**config.mk**
```make
export PLATFORM = sky130hd
export DESIGN_NAME = serial_frame_core
export DESIGN_NICKNAME = d
export VERILOG_FILES = /design/src/rtl/sfc_pkg.sv /design/src/rtl/sfc_ctrl_regs.sv /design/src/rtl/sfc_tx.sv /design/src/rtl/sfc_rx.sv /design/src/rtl/serial_frame_core.sv
export SDC_FILE = /design/constraint.sdc
export NUM_CORES = 1
export LEC_CHECK = 0
export BUFFER_PORTS_ARGS = -buffer_cell sky130_fd_sc_hd__buf_2
export CORE_ASPECT_RATIO = 0.75
export CORE_MARGIN = 5
export CORE_UTILIZATION = 25
export DETAILED_ROUTE_END_ITERATION = 7
export HOLD_SLACK_MARGIN = 0.08
export PLACE_DENSITY = 0.4
export SETUP_SLACK_MARGIN = 0.2
export SYNTH_ARGS = -nofsm -noshare
export SYNTH_HDL_FRONTEND = slang
export SYNTH_SLANG_ARGS = --single-unit
```
**constraint.sdc**
```tcl
create_clock -name clk_i -period 7.4 [get_ports clk_i]
set_input_delay 1.85 -clock clk_i [delete_from_list [all_inputs] [get_ports clk_i]]
set_output_delay 1.85 -clock clk_i [all_outputs]
set_load 0.05 [all_outputs]
```
**src/rtl/sfc_pkg.sv**
```systemverilog
package sfc_pkg;
  localparam int CHAR_W  = 8;
  localparam int CFG_W   = 7;
  localparam int RD_W    = CFG_W + 4;
  localparam int SC_W    = 5;
  localparam int FRAME_W = 1 + CHAR_W + 1 + 2;

  typedef enum logic [1:0] {
    MODE_8N  = 2'b00,
    MODE_7P  = 2'b01,
    MODE_8P  = 2'b10,
    MODE_RSV = 2'b11
  } mode_e;

  typedef enum logic [1:0] {RX_IDLE, RX_START, RX_BITS} rx_st_e;

  // control word bit positions
  localparam int B_STP = 2;
  localparam int B_PEN = 3;
  localparam int B_ODD = 4;
  localparam int B_FEN = 5;
  localparam int B_OEN = 6;

  // set/clear register bit positions
  localparam int S_REN_SET = 0;
  localparam int S_REN_CLR = 1;
  localparam int S_FE_CLR  = 2;
  localparam int S_PE_CLR  = 3;
  localparam int S_OE_CLR  = 4;

  function automatic int data_bits(mode_e m);
    return (m == MODE_7P) ? CHAR_W - 1 : CHAR_W;
  endfunction

  function automatic logic has_parity(mode_e m);
    return (m == MODE_7P) || (m == MODE_8P);
  endfunction

  function automatic logic [CHAR_W-1:0] char_mask(mode_e m);
    return (m == MODE_7P) ? {1'b0, {(CHAR_W-1){1'b1}}} : {CHAR_W{1'b1}};
  endfunction
endpackage

```
**src/rtl/sfc_ctrl_regs.sv**
```systemverilog
module sfc_ctrl_regs
  import sfc_pkg::*;
(
  input  logic             clk_i,
  input  logic             rst_ni,
  input  logic             ctrl_we_i,
  input  logic [CFG_W-1:0] ctrl_wdata_i,
  input  logic             sc_we_i,
  input  logic [SC_W-1:0]  sc_wdata_i,
  input  logic             fe_ev_i,
  input  logic             pe_ev_i,
  input  logic             oe_ev_i,
  output mode_e            mode_o,
  output logic             two_stop_o,
  output logic             odd_o,
  output logic             ren_o,
  output logic [RD_W-1:0]  rdata_o,
  output logic             err_o
);
  logic [CFG_W-1:0] cfg_q;
  logic ren_q, fe_q, pe_q, oe_q, err_q;
  logic fe_set, pe_set, oe_set;
  logic fe_clr, pe_clr, oe_clr;

  assign fe_set = fe_ev_i && cfg_q[B_FEN];
  assign pe_set = pe_ev_i && cfg_q[B_PEN];
  assign oe_set = oe_ev_i && cfg_q[B_OEN];
  assign fe_clr = sc_we_i && sc_wdata_i[S_FE_CLR];
  assign pe_clr = sc_we_i && sc_wdata_i[S_PE_CLR];
  assign oe_clr = sc_we_i && sc_wdata_i[S_OE_CLR];

  always_ff @(posedge clk_i or negedge rst_ni) begin
    if (!rst_ni) begin
      cfg_q <= '0;
      ren_q <= 1'b0;
      fe_q  <= 1'b0;
      pe_q  <= 1'b0;
      oe_q  <= 1'b0;
      err_q <= 1'b0;
    end else begin
      if (ctrl_we_i) cfg_q <= ctrl_wdata_i;
      if (sc_we_i && sc_wdata_i[S_REN_SET])      ren_q <= 1'b1;
      else if (sc_we_i && sc_wdata_i[S_REN_CLR]) ren_q <= 1'b0;
      // a new error wins over a clear in the same cycle
      if (fe_set) fe_q <= 1'b1; else if (fe_clr) fe_q <= 1'b0;
      if (pe_set) pe_q <= 1'b1; else if (pe_clr) pe_q <= 1'b0;
      if (oe_set) oe_q <= 1'b1; else if (oe_clr) oe_q <= 1'b0;
      err_q <= fe_set | pe_set | oe_set;
    end
  end

  assign mode_o     = mode_e'(cfg_q[1:0]);
  assign two_stop_o = cfg_q[B_STP];
  assign odd_o      = cfg_q[B_ODD];
  assign ren_o      = ren_q;
  assign rdata_o    = {oe_q, pe_q, fe_q, ren_q, cfg_q};
  assign err_o      = err_q;

  AST_FLAG_STICKY: assert property (@(posedge clk_i) disable iff (!rst_ni)
    (pe_q && !pe_clr) |=> pe_q);
  AST_ERR_ON_RISE: assert property (@(posedge clk_i) disable iff (!rst_ni)
    ($rose(fe_q) || $rose(pe_q) || $rose(oe_q)) |-> err_o);
  AST_REN_SET: assert property (@(posedge clk_i) disable iff (!rst_ni)
    (sc_we_i && sc_wdata_i[S_REN_SET]) |=> ren_q);
  AST_FE_NEEDS_EN: assert property (@(posedge clk_i) disable iff (!rst_ni)
    $rose(fe_q) |-> $past(cfg_q[B_FEN]));
endmodule

```
**src/rtl/sfc_tx.sv**
```systemverilog
module sfc_tx
  import sfc_pkg::*;
#(
  parameter int OVS = 16
) (
  input  logic              clk_i,
  input  logic              rst_ni,
  input  logic              tick_i,
  input  mode_e             mode_i,
  input  logic              two_stop_i,
  input  logic              odd_i,
  input  logic              buf_we_i,
  input  logic [CHAR_W-1:0] buf_data_i,
  output logic              txd_o,
  output logic              tbe_o,
  output logic              tc_o
);
  localparam int CW = $clog2(OVS);
  localparam int BW = $clog2(FRAME_W + 1);

  logic [CHAR_W-1:0]  buf_q;
  logic               full_q, busy_q, tbe_q, tc_q;
  logic [FRAME_W-1:0] sh_q, frame_d;
  logic [BW-1:0]      left_q, nbits_d;
  logic [CW-1:0]      cnt_q;
  logic               load, par;
  int                 nd;
  logic               hp;

  assign load = !busy_q && full_q;
  assign par  = (^(buf_q & char_mask(mode_i))) ^ odd_i;

  always_comb begin
    nd = data_bits(mode_i);
    hp = has_parity(mode_i);
    frame_d = '1;
    frame_d[0] = 1'b0;
    for (int i = 0; i < CHAR_W; i++) begin
      if (i < nd) frame_d[1+i] = buf_q[i];
    end
    if (hp) frame_d[1+nd] = par;
    nbits_d = BW'(2 + nd + int'(hp) + int'(two_stop_i));
  end

  always_ff @(posedge clk_i or negedge rst_ni) begin
    if (!rst_ni) begin
      buf_q  <= '0;
      full_q <= 1'b0;
      busy_q <= 1'b0;
      sh_q   <= '1;
      left_q <= '0;
      cnt_q  <= '0;
      tbe_q  <= 1'b0;
      tc_q   <= 1'b0;
    end else begin
      tbe_q <= 1'b0;
      tc_q  <= 1'b0;
      if (buf_we_i) begin
        buf_q  <= buf_data_i;
        full_q <= 1'b1;
      end else if (load) begin
        full_q <= 1'b0;
      end
      if (load) begin
        busy_q <= 1'b1;
        sh_q   <= frame_d;
        left_q <= nbits_d;
        cnt_q  <= '0;
        tbe_q  <= 1'b1;
      end else if (busy_q && tick_i) begin
        if (cnt_q == CW'(OVS - 1)) begin
          cnt_q  <= '0;
          sh_q   <= {1'b1, sh_q[FRAME_W-1:1]};
          left_q <= left_q - 1'b1;
          if (left_q == BW'(1)) begin
            busy_q <= 1'b0;
            tc_q   <= 1'b1;
          end
        end else begin
          cnt_q <= cnt_q + 1'b1;
        end
      end
    end
  end

  assign txd_o = busy_q ? sh_q[0] : 1'b1;
  assign tbe_o = tbe_q;
  assign tc_o  = tc_q;

  AST_START_ON_LOAD: assert property (@(posedge clk_i) disable iff (!rst_ni)
    tbe_o |-> !txd_o);
  AST_TC_TBE_APART: assert property (@(posedge clk_i) disable iff (!rst_ni)
    !(tc_o && tbe_o));
endmodule

```
**src/rtl/sfc_rx.sv**
```systemverilog
module sfc_rx
  import sfc_pkg::*;
#(
  parameter int OVS = 16
) (
  input  logic              clk_i,
  input  logic              rst_ni,
  input  logic              tick_i,
  input  logic              en_i,
  input  mode_e             mode_i,
  input  logic              two_stop_i,
  input  logic              odd_i,
  input  logic              rxd_i,
  input  logic              rd_i,
  output logic [CHAR_W-1:0] data_o,
  output logic              rc_o,
  output logic              fe_ev_o,
  output logic              pe_ev_o,
  output logic              oe_ev_o
);
  localparam int CW   = $clog2(OVS);
  localparam int IW   = $clog2(FRAME_W + 1);
  localparam int HALF = OVS / 2;

  rx_st_e            st_q;
  logic [1:0]        sync_q;
  logic              rxd_s, armed_q;
  logic [CW-1:0]     cnt_q;
  logic [IW-1:0]     idx_q;
  logic [CHAR_W-1:0] shd_q, rbuf_q;
  logic              par_q, bad_q, full_q;
  logic              rc_q, fe_q, pe_q, oe_q;
  int                nd, total;
  logic              hp, samp, last;

  assign rxd_s = sync_q[1];

  always_comb begin
    nd    = data_bits(mode_i);
    hp    = has_parity(mode_i);
    total = nd + int'(hp) + 1 + int'(two_stop_i);
    samp  = (st_q == RX_BITS) && tick_i && (cnt_q == CW'(OVS - 1));
    last  = int'(idx_q) == total - 1;
  end

  always_ff @(posedge clk_i or negedge rst_ni) begin
    if (!rst_ni) begin
      st_q    <= RX_IDLE;
      sync_q  <= 2'b11;
      armed_q <= 1'b0;
      cnt_q   <= '0;
      idx_q   <= '0;
      shd_q   <= '0;
      rbuf_q  <= '0;
      par_q   <= 1'b0;
      bad_q   <= 1'b0;
      full_q  <= 1'b0;
      rc_q    <= 1'b0;
      fe_q    <= 1'b0;
      pe_q    <= 1'b0;
      oe_q    <= 1'b0;
    end else begin
      sync_q <= {sync_q[0], rxd_i};
      rc_q <= 1'b0;
      fe_q <= 1'b0;
      pe_q <= 1'b0;
      oe_q <= 1'b0;
      if (samp && last) full_q <= 1'b1;
      else if (rd_i)    full_q <= 1'b0;
      if (!en_i) begin
        st_q    <= RX_IDLE;
        armed_q <= 1'b0;
      end else begin
        unique case (st_q)
          RX_IDLE: begin
            // new start only after the line has been seen high
            if (rxd_s) armed_q <= 1'b1;
            else if (tick_i && armed_q) begin
              st_q    <= RX_START;
              armed_q <= 1'b0;
              cnt_q   <= '0;
            end
          end
          RX_START: if (tick_i) begin
            if (cnt_q == CW'(HALF - 1)) begin
              if (!rxd_s) begin
                st_q  <= RX_BITS;
                cnt_q <= '0;
                idx_q <= '0;
                shd_q <= '0;
                bad_q <= 1'b0;
              end else begin
                st_q <= RX_IDLE;
              end
            end else begin
              cnt_q <= cnt_q + 1'b1;
            end
          end
          RX_BITS: if (tick_i) begin
            if (samp) begin
              cnt_q <= '0;
              idx_q <= idx_q + 1'b1;
              if (int'(idx_q) < nd)                 shd_q[idx_q[2:0]] <= rxd_s;
              else if (hp && int'(idx_q) == nd)     par_q <= rxd_s;
              else if (!rxd_s)                      bad_q <= 1'b1;
              if (last) begin
                st_q   <= RX_IDLE;
                rbuf_q <= shd_q & char_mask(mode_i);
                rc_q   <= 1'b1;
                fe_q   <= bad_q | !rxd_s;
                pe_q   <= hp && (par_q != ((^(shd_q & char_mask(mode_i))) ^ odd_i));
                oe_q   <= full_q && !rd_i;
              end
            end else begin
              cnt_q <= cnt_q + 1'b1;
            end
          end
          default: st_q <= RX_IDLE;
        endcase
      end
    end
  end

  assign data_o  = rbuf_q;
  assign rc_o    = rc_q;
  assign fe_ev_o = fe_q;
  assign pe_ev_o = pe_q;
  assign oe_ev_o = oe_q;

  AST_RC_NEEDS_EN: assert property (@(posedge clk_i) disable iff (!rst_ni)
    rc_o |-> $past(en_i));
  AST_RBUF_7BIT_MSB: assert property (@(posedge clk_i) disable iff (!rst_ni)
    (rc_o && $past(mode_i) == MODE_7P) |-> !data_o[CHAR_W-1]);
endmodule

```
**src/rtl/serial_frame_core.sv**
```systemverilog
module serial_frame_core
  import sfc_pkg::*;
#(
  parameter int OVS = 16
) (
  input  logic              clk_i,
  input  logic              rst_ni,
  input  logic              tick16_i,
  input  logic              ctrl_we_i,
  input  logic [CFG_W-1:0]  ctrl_wdata_i,
  output logic [RD_W-1:0]   ctrl_rdata_o,
  input  logic              setclr_we_i,
  input  logic [SC_W-1:0]   setclr_wdata_i,
  input  logic              tbuf_we_i,
  input  logic [CHAR_W-1:0] tbuf_wdata_i,
  input  logic              rbuf_re_i,
  output logic [CHAR_W-1:0] rbuf_rdata_o,
  input  logic              rxd_i,
  output logic              txd_o,
  output logic              tx_empty_o,
  output logic              tx_done_o,
  output logic              rx_done_o,
  output logic              err_o
);
  mode_e mode;
  logic  two_stop, odd, ren;
  logic  fe_ev, pe_ev, oe_ev;

  sfc_ctrl_regs u_regs (
    .clk_i       (clk_i),
    .rst_ni      (rst_ni),
    .ctrl_we_i   (ctrl_we_i),
    .ctrl_wdata_i(ctrl_wdata_i),
    .sc_we_i     (setclr_we_i),
    .sc_wdata_i  (setclr_wdata_i),
    .fe_ev_i     (fe_ev),
    .pe_ev_i     (pe_ev),
    .oe_ev_i     (oe_ev),
    .mode_o      (mode),
    .two_stop_o  (two_stop),
    .odd_o       (odd),
    .ren_o       (ren),
    .rdata_o     (ctrl_rdata_o),
    .err_o       (err_o)
  );

  sfc_tx #(.OVS(OVS)) u_tx (
    .clk_i     (clk_i),
    .rst_ni    (rst_ni),
    .tick_i    (tick16_i),
    .mode_i    (mode),
    .two_stop_i(two_stop),
    .odd_i     (odd),
    .buf_we_i  (tbuf_we_i),
    .buf_data_i(tbuf_wdata_i),
    .txd_o     (txd_o),
    .tbe_o     (tx_empty_o),
    .tc_o      (tx_done_o)
  );

  sfc_rx #(.OVS(OVS)) u_rx (
    .clk_i     (clk_i),
    .rst_ni    (rst_ni),
    .tick_i    (tick16_i),
    .en_i      (ren),
    .mode_i    (mode),
    .two_stop_i(two_stop),
    .odd_i     (odd),
    .rxd_i     (rxd_i),
    .rd_i      (rbuf_re_i),
    .data_o    (rbuf_rdata_o),
    .rc_o      (rx_done_o),
    .fe_ev_o   (fe_ev),
    .pe_ev_o   (pe_ev),
    .oe_ev_o   (oe_ev)
  );
endmodule

```
==> impl_metrics.ini, run 1 <==
[status]
status = finished, final reports clean

[global_route]
grt_overflow = 0
grt_first_pass_wirelength_um = 15800
grt_usage_pct = 10.6
grt_pass1_vias = 2960
antenna_found_initial = 0
grt_max_degree = 42

[yosys]
yosysUniqueCellTypes = 56
ys_seq_area_share_pct = 49.3
netlist_top_cells_count = dfrtp_1 (66), nand2_1 (54), mux2_2 (23)
yosysTopAreaCellShare_pct = 41.4
synth.most_common_cell = dfrtp_1
synth_edf_count = 0
yosysWarnings = 0
syn-num-nets = 422
async_flop_share_pct = 100
synth_ff_type = dfrtp_1
synthCells = 377
synth_seq_cells = 78
syn_area_um2 = 3990
synth_area_leaders = dfrtp_1 (41%), dfstp_2 (7.9%), mux2_2 (6.5%), nand2_1 (5.1%), ha_1 (5.0%)
avgSynthCellArea_um2 = 10.6
yosysTopAreaCell = dfrtp_1

[timing]
rsz0062_at_grt = no
hold_violations = 0
fin_crit_ns = 3.38
post-route-period-util_pct = 45.7
report.final.slew_viol_count = 0
clock_skew_ns = 0.00838
setup_viol_count_final = 0
fin_tns_setup_ns = 0
worstMarginPinSlew_ns = 1.05
max_slew_margin_pct = 30.1
max_clock_freq_mhz = 296

[floorplanning]
row_count = 40
die_x_um = 156
ioPinCount = 52
coreArea_um2 = 15800
start_util_pct = 25.2
die_h_um = 119
dieArea_um2 = 18600

[setup_path]
start_kind = primary input
crit_required_ns = 7.65
r2r_end = u_rx.st_q[1]$_DFFE_PN0P_
rr_startpoint = u_regs.cfg_q[1]$_DFFE_PN0P_
crit_fanout = 14
cp-end-kind = flip-flop
path_class = in -> reg
r2r_slack_ns = 4.31
ff2ff_path_depth = 10
cp.arrival_ns = 3.63
cp-startpoint = tick16_i

[final_layout]
num-nets-final = 466
synthToLayoutAreaGrowth_pct = 18.9
num_antenna_cells = 0
final_util_pct = 30.0
drive_gt1_share_pct = 25.6

[clocking]
cts.sinks = 78
cts_tree = yes
worst_skew_pair.late_latency_ns = 0.33
clock_tree.buffer_depth = 2
cts_resized = 0
clockRootBuffer = clkbuf_16
ctsHoldBuffers = 0
htree_levels = 3
path_clk_slew_ns = 0.06
cts_buffers = 9
post-cts-setup-buffers = 0

[power]
powerDensity_nw_per_um2 = 289
peakVddDrop_v = 0.000103
total_power_mw = 1.37
p_leak_nw = 2.13

[worst_hold_path]
hold_path.class = reg -> reg
whs_endpoint = u_rx.sync_q[1]$_DFF_PN1_
worstHoldPathCells = 0
hold_path_startpoint = u_rx.sync_q[0]$_DFF_PN1_

[run]
maxCapViolations = 0

[drt]
vias = 2815
final_antenna_net_count = 0
postRouteWirelength_um = 9400
drt_iter0_drc = 159
drc_errors = 0
via_per_inst = 4.43
dr.pass1.iters = 4
wire_per_inst_um = 14.8

[placed_design]
place_congestion = 0.741
port_buffers = 51
dpl.hpwl_um = 6780
-- power breakdown --
part | total [mW] | switching [mW] | internal [mW]
registers | 0.576 | 0.0593 | 0.517
clock network | 0.470 | 0.171 | 0.298
logic | 0.324 | 0.183 | 0.140
-- routing by layer --
| metal | wire length (um) | track usage [%] | share of wire (%) | vias to the layer above |
|---|---|---|---|---|
| li1 | - | - | - | 1389 |
| met1 | 5100 | 15.7 | 54 | 1369 |
| met2 | 3930 | 15.4 | 42 | 46 |
| met3 | 269 | 2.80 | 2.9 | 11 |
| met4 | 102 | 2.62 | 1.1 | 0 |
| met5 | 0 | 0 | 0 | - |
-- final cells by class --
| class | count | area, um2 |
|---|---|---|
| tap | 210 | 263 |
| clock buffer | 14 | 284 |
| sequential | 78 | 1970 |
| multi-input combinational | 262 | 1850 |
| timing repair buffer | 53 | 273 |
| fill | 1674 | 11100 |
| inverter | 17 | 63.8 |
| clock inverter | 2 | 37.5 |
-- cell usage in the layout (no fill, tap or decap), drive strengths merged, types with 3 or more instances in the layout --
master,netlist,routed
dfrtp,66,66
nand2,54,54
buf,10,53
mux2,23,23
xnor2,20,20
inv,16,16
nor2,16,16
ha,16,16
o21ai,15,15
clkbuf,10,14
dfstp,12,12
a21oi,11,11
nand2b,8,8
mux2i,8,8
xor2,7,7
nor2b,7,7
nand3,7,7
a31oi,7,7
a21o,6,6
nor4,5,5
a22o,5,5
o41ai,4,4
and3,3,3
o211ai,3,3
nor3,3,3
nor3b,3,3
-- critical path, cell delays in order --
cell and delay (ns):
buf_2 0.21, a21bo_2 0.26, a21oi_2 0.25, o21ai_1 0.37, nor4_1 0.44, mux2i_1 0.24
-- flip-flops by register name, indices dropped and copies added, names as in the netlist, 2 cells and up --
register and count:
u_rx.cnt_q 4, u_rx.st_q 2, u_tx.buf_q 8, u_tx.left_q 4, u_tx.sh_q 10, u_rx.sync_q 2, u_rx.shd_q 8, u_regs.cfg_q 7
u_tx.cnt_q 4, u_rx.data_o 8, u_rx.idx_q 4
-- cells by family after synthesis --
logic type / Yosys count / share of synthesized area, %
mux: 31 / 8.51
compound gates: 68 / 11.8
simple gates: 119 / 14.8
buf+inv: 37 / 4.17
xor+xnor: 27 / 5.93
fa+ha+maj: 17 / 5.52
flops: 78 / 49.3
-- per-stage QoR --
| stage | instance area (um2) | setup WS [ns] | std cells | hold slack [ns] |
|---|---|---|---|---|
| finish | 4740 | 4.02 | 636 | 0.357 |
| global route | 4740 | 3.83 | 636 | 0.362 |
| CTS | 4740 | 4.01 | 636 | 0.361 |
| detailed placement | 4420 | 3.64 | 620 | 0.352 |
| global placement | 4420 | 3.76 | 620 | 0.349 |
| floorplan | 3990 | 4.11 | 377 | 0.345 |
-- how the worst max path moves through the flow --
stage,to,slack (ns),cells after the start
after floorplan,u_rx.st_q[1]$_DFFE_PN0P_,4.11,5
after global placement,u_rx.st_q[1]$_DFFE_PN0P_,3.76,6
after detailed placement,u_rx.shd_q[3]$_DFFE_PN0P_,3.64,6
after CTS,u_rx.shd_q[1]$_DFFE_PN0P_,4.01,6
after global routing,u_rx.shd_q[1]$_DFFE_PN0P_,3.83,6
final,u_rx.shd_q[1]$_DFFE_PN0P_,4.02,6
Power figures use the tool's default switching activity.
==> run 2: changes to the inputs <==
--- a/config.mk
+++ b/config.mk
@@ -11,7 +11,7 @@
 export CORE_UTILIZATION = 25
 export DETAILED_ROUTE_END_ITERATION = 7
 export HOLD_SLACK_MARGIN = 0.08
-export PLACE_DENSITY = 0.4
+export PLACE_DENSITY = 0.41
 export SETUP_SLACK_MARGIN = 0.2
 export SYNTH_ARGS = -nofsm -noshare
 export SYNTH_HDL_FRONTEND = slang
==> constraint.sdc (replaced) <==
create_clock -name clk_i -period 2.7 [get_ports clk_i]
set_input_delay 0.675 -clock clk_i [delete_from_list [all_inputs] [get_ports clk_i]]
set_output_delay 0.675 -clock clk_i [all_outputs]
set_load 0.05 [all_outputs]
==> run 2 against run 1 <==
The flow now finishes with violations (setup timing). Worst hold slack worse by 0.025 ns. Total power grew to 2.7 times the previous value. Cell area is 6.9% higher. Utilization is 2.1 points higher. Critical path depth is 4 higher. Register-to-register slack worse by 4.3 ns. Sequential cell count stayed put. Non-clock buffer count is 34 higher.
==> impl_metrics.ini, run 2 (same netlist as run 1, synthesis figures left out) <==
[setup_path]
cp-startpoint = u_regs.cfg_q[0]$_DFFE_PN0P_
crit_buf_inv = 3
endpoint = u_rx.data_o[7]$_DFFE_PN0P_
cp.arrival_ns = 2.95
critical_path.cell_chain = ha_4 > fa_2 > ha_4 > xor2_1 > nand2_1 > buf_6 > nor4b_4 > buf_4 > buf_6 > mux2_4
r2r_slack_ns = -0.03
crit_slowest_cell = dfrtp_2
path_class = reg -> reg
r2r_end = u_rx.data_o[7]$_DFFE_PN0P_
start_kind = flip-flop
crit_fanout = 5
cp-end-kind = flip-flop
cpLargestDelayFamily = adder cells
path_depth = 10
crit_required_ns = 2.92
rr_startpoint = u_regs.cfg_q[0]$_DFFE_PN0P_
ff2ff_path_depth = 10
cpPeakStageDelay_ns = 0.45

[floorplanning]
start_util_pct = 25.2
coreArea_um2 = 15800
dieArea_um2 = 18600
row_count = 40
die_h_um = 119
die_x_um = 156
ioPinCount = 52

[final_layout]
final_util_pct = 32.0
num-nets-final = 500
final_cell_mix = dfrtp_1 (64), nand2_1 (54), buf_2 (50)
fin_cells = 670
largest_register_ffs = 10
fillers = 1664
synthToLayoutAreaGrowth_pct = 27.1
final_common_cell = dfrtp_1
fin_area_um2 = 5070
num_antenna_cells = 0
drive_gt1_share_pct = 34.6
largest_register = u_tx.sh_q

[timing]
worstMarginPinSlew_ns = 0.582
hold_violations = 0
post-route-period-util_pct = 101
max_clock_freq_mhz = 367
max_slew_margin_pct = 60.9
clock_skew_ns = 0.00634
setup_viol_count_final = 4
fin_crit_ns = 2.73
setup_ws_ns = -0.0282
report.final.slew_viol_count = 0
rsz0062_at_grt = yes

[clocking]
path_clk_slew_ns = 0.06
ctsHoldBuffers = 0
cts_buffers = 9
htree_levels = 3
worst_skew_pair.late_latency_ns = 0.34
cts.sinks = 78
cts_tree = yes
clock_tree.buffer_depth = 2
clockRootBuffer = clkbuf_16

[power]
peakVddDrop_v = 0.000311
powerDensity_nw_per_um2 = 730
total_power_mw = 3.70
p_leak_nw = 2.29

[placed_design]
dpl_cell_area_um2 = 4620
place_ws_ns = -0.0487
dpl.cell_count = 641
dpl.hpwl_um = 6960
port_buffers = 51
place_congestion = 0.769

[drt]
wire_per_inst_um = 14.9
final_antenna_net_count = 0
via_per_inst = 4.48
drc_errors = 0
dr.pass1.iters = 4
drt_iter0_drc = 195
vias = 3003
postRouteWirelength_um = 9970

[global_route]
grt_first_pass_wirelength_um = 16200
grt_pass1_vias = 3057
grt_overflow = 0
antenna_found_initial = 0
grt_max_degree = 43
grt_usage_pct = 11.1

[status]
violations = setup timing
status = finished with violations

[worst_hold_path]
hold_path.class = in -> async

[run]
maxCapViolations = 0
run 2: cell count changes in the layout (fill, tap and decap cells not counted), sizes merged:
| cell | change |
|---|---|
| buf | +34 |
| bufinv | -1 |
| clkbuf | -4 |
| clkinv | +4 |
| clkinvlp | +1 |
run 2: per-stage QoR:
stage | hold slack, ns | TNS, ns
floorplan | 0.345 | -0.161
global placement | 0.347 | 0
detailed placement | 0.351 | -0.0487
CTS | 0.358 | -0.172
global route | 0.367 | -0.910
finish | 0.332 | -0.0819
run 2: layout make-up:
| class | count | area [um2] | share of cell area [%] |
|---|---|---|---|
| Sequential cell | 78 | 1970 | 38.9 |
| Multi-Input combinational cell | 262 | 1950 | 38.5 |
| Timing Repair Buffer | 87 | 547 | 10.8 |
| Tap cell | 210 | 263 | 5.19 |
| Clock buffer | 10 | 229 | 4.52 |
| Inverter | 17 | 68.8 | 1.36 |
| Clock inverter | 6 | 38.8 | 0.766 |
run 2: worst min-delay path by stage:
stage / to / slack (ns) / cells after the start
finish: u_regs.cfg_q[3]$_DFFE_PN0P_ / 0.33 / 1
global route: u_rx.sync_q[1]$_DFF_PN1_ / 0.37 / 0
CTS: u_rx.sync_q[1]$_DFF_PN1_ / 0.36 / 0
detailed placement: u_rx.sync_q[1]$_DFF_PN1_ / 0.35 / 0
global placement: u_rx.sync_q[1]$_DFF_PN1_ / 0.35 / 0
floorplan: u_rx.sync_q[1]$_DFF_PN1_ / 0.35 / 0
run 2: power breakdown:
| group | switching [mW] | internal, mW | leakage [nW] |
|---|---|---|---|
| logic | 0.548 | 0.456 | 1.18 |
| clock network | 0.495 | 0.619 | 0.128 |
| registers | 0.164 | 1.42 | 0.974 |
| total | 1.21 | 2.49 | 2.29 |
run 2: what timing repair did:
item | CTS | global route
setup buffers | 6 | 6
pin swaps | 4 | 2
cloned | 1 | 0
setup endpoints to repair | 10 | 16
gates resized for setup | 9 | 15
run 2: layer usage:
metal / part of all wire (%) / routed length, um / global-route usage [%]
met3: 4.5 / 453 / 3.23
met2: 42 / 4220 / 15.9
met1: 52 / 5180 / 16.1
met5: 0 / 0 / 0
met4: 1.2 / 119 / 3.61
==> run 3: changes to the inputs <==
==> constraint.sdc (replaced) <==
create_clock -name clk_i -period 2.7 [get_ports clk_i]
set_input_delay 0.27 -clock clk_i [delete_from_list [all_inputs] [get_ports clk_i]]
set_output_delay 0.27 -clock clk_i [all_outputs]
set_load 0.05 [all_outputs]
==> run 3 against run 2 <==
The flow still finishes with violations (setup timing). Setup slack lost 0.015 ns. Cell count shrank 0.90%. Count of clock-buffer cells in the layout is the same. Wire length shrank 3.5%. Sequential cell count is the same. Die area is the same. Highest routed layer unchanged.
==> impl_metrics.ini, run 3 (same netlist as run 1, synthesis figures left out) <==
[status]
status = finished with violations
violations = setup timing

[floorplanning]
start_util_pct = 25.2
die_h_um = 119
ioPinCount = 52
coreArea_um2 = 15800
dieArea_um2 = 18600
row_count = 40
die_x_um = 156

[setup_path]
cp-end-kind = flip-flop
cpMostUsedCell = ha_4
crit_slowest_cell = dfrtp_2
cp.arrival_ns = 3.01
r2r_end = u_rx.st_q[0]$_DFFE_PN0P_
cpLargestDelayFamily = adder cells
r2r_slack_ns = -0.04
path_class = reg -> reg
critical_path.cell_chain = ha_4 > fa_2 > ha_4 > xor2_1 > nand2_1 > o41a_1 > buf_4 > or3b_4 > a21oi_2
cpPeakStageDelay_ns = 0.45
crit_fanout = 3
ff2ff_path_depth = 9
cp-startpoint = u_regs.cfg_q[0]$_DFFE_PN0P_
crit_buf_inv = 1
crit_required_ns = 2.97
rr_startpoint = u_regs.cfg_q[0]$_DFFE_PN0P_
start_kind = flip-flop

[power]
powerDensity_nw_per_um2 = 738
peakVddDrop_v = 0.000279
p_leak_nw = 2.24

[worst_hold_path]
hold_path_startpoint = ctrl_wdata_i[4]
whs_endpoint = u_regs.cfg_q[4]$_DFFE_PN0P_
worstHoldPathCells = 2
hold_path.class = in -> reg

[global_route]
antenna_found_initial = 0
grt_usage_pct = 10.7
grt_overflow = 0
grt_pass1_vias = 2918
grt_first_pass_wirelength_um = 15700
grt_max_degree = 56

[final_layout]
num-nets-final = 494
drive_gt1_share_pct = 33.0
largest_register = u_tx.sh_q
final_util_pct = 31.7
num_antenna_cells = 0
final_cell_mix = dfrtp_1 (64), nand2_1 (54), buf_2 (50)
synthToLayoutAreaGrowth_pct = 25.8
fin_area_um2 = 5010
fin_cells = 664
largest_register_ffs = 10
final_common_cell = dfrtp_1

[drt]
dr.pass1.iters = 4
wire_per_inst_um = 14.5
drc_errors = 0
postRouteWirelength_um = 9620
drt_iter0_drc = 174
final_antenna_net_count = 0
vias = 2899
via_per_inst = 4.37

[timing]
setup_viol_count_final = 5
fin_hold_ws_ns = 0.159
clock_skew_ns = 0.0101
worstMarginPinSlew_ns = 0.726
fin_crit_ns = 2.74
post-route-period-util_pct = 102
setup_ws_ns = -0.0437
hold_violations = 0
fin_tns_setup_ns = -0.175
report.final.slew_viol_count = 0
max_slew_margin_pct = 51.6
max_clock_freq_mhz = 364
rsz0062_at_grt = yes

[run]
maxCapViolations = 0

[clocking]
clockRootBuffer = clkbuf_16
worst_skew_pair.late_latency_ns = 0.34
cts_tree = yes
cts.sinks = 78
clock_tree.buffer_depth = 2
htree_levels = 3
cts_buffers = 9
path_clk_slew_ns = 0.06

[placed_design]
dpl.cell_count = 637
place_congestion = 0.762
dpl.hpwl_um = 6830
port_buffers = 51
dpl_cell_area_um2 = 4590
[run 3: worst max path at each step]
stage / endpoint / slack, ns / cells past startpoint
floorplan: u_rx.st_q[1]$_DFFE_PN0P_ / -0.08 / 9
global placement: u_rx.st_q[1]$_DFFE_PN0P_ / -0.002 / 9
detailed placement: u_rx.st_q[1]$_DFFE_PN0P_ / -0.04 / 9
CTS: u_rx.st_q[1]$_DFFE_PN0P_ / -0.04 / 8
global route: u_rx.st_q[1]$_DFFE_PN0P_ / -0.15 / 9
finish: u_rx.st_q[0]$_DFFE_PN0P_ / -0.04 / 9
[run 3: what timing repair did]
| item | 4_1_cts | 5_1_grt |
|---|---|---|
| endpoints found under the setup margin | 10 | 17 |
| hold buffers | 2 | 0 |
| cloned | 1 | 0 |
| buffers inserted | 6 | 2 |
| gates resized for setup | 9 | 8 |
| pin swaps | 5 | 2 |
| endpoints found under the hold margin | 44 | 0 |
[run 3: cell type report]
cell class	count	area, um2
fillers	1684	10800
inverters	17	68.8
well taps	210	263
clock buffers	10	229
flip-flops and latches	78	1970
clock inverters	6	48.8
multi-input cells	262	1940
repair buffers	81	495
[run 3: metrics by stage]
step / power, mW / setup WS [ns]
2_1_floorplan: 2.27 / -0.0761
3_5_place_dp: 2.56 / -0.0415
4_1_cts: 3.75 / -0.0428
3_3_place_gp: 2.55 / -0.00159
6_report: 3.70 / -0.0437
5_1_grt: 3.95 / -0.148
[run 3: routing by layer]
layer	share of wire [%]	routed length (um)	track usage, %
met2	40	3810	14.1
met4	1.2	115	2.79
met3	4.8	465	3.20
met5	0	0	0
met1	54	5230	16.6
[run 3: power breakdown]
group          leakage (nW)  switching (mW)  internal (mW)  total [mW]
logic                  1.15           0.542          0.454       0.995
clock network         0.125           0.499          0.627        1.13
registers             0.974           0.163           1.42        1.58
total                  2.24            1.20           2.50        3.70
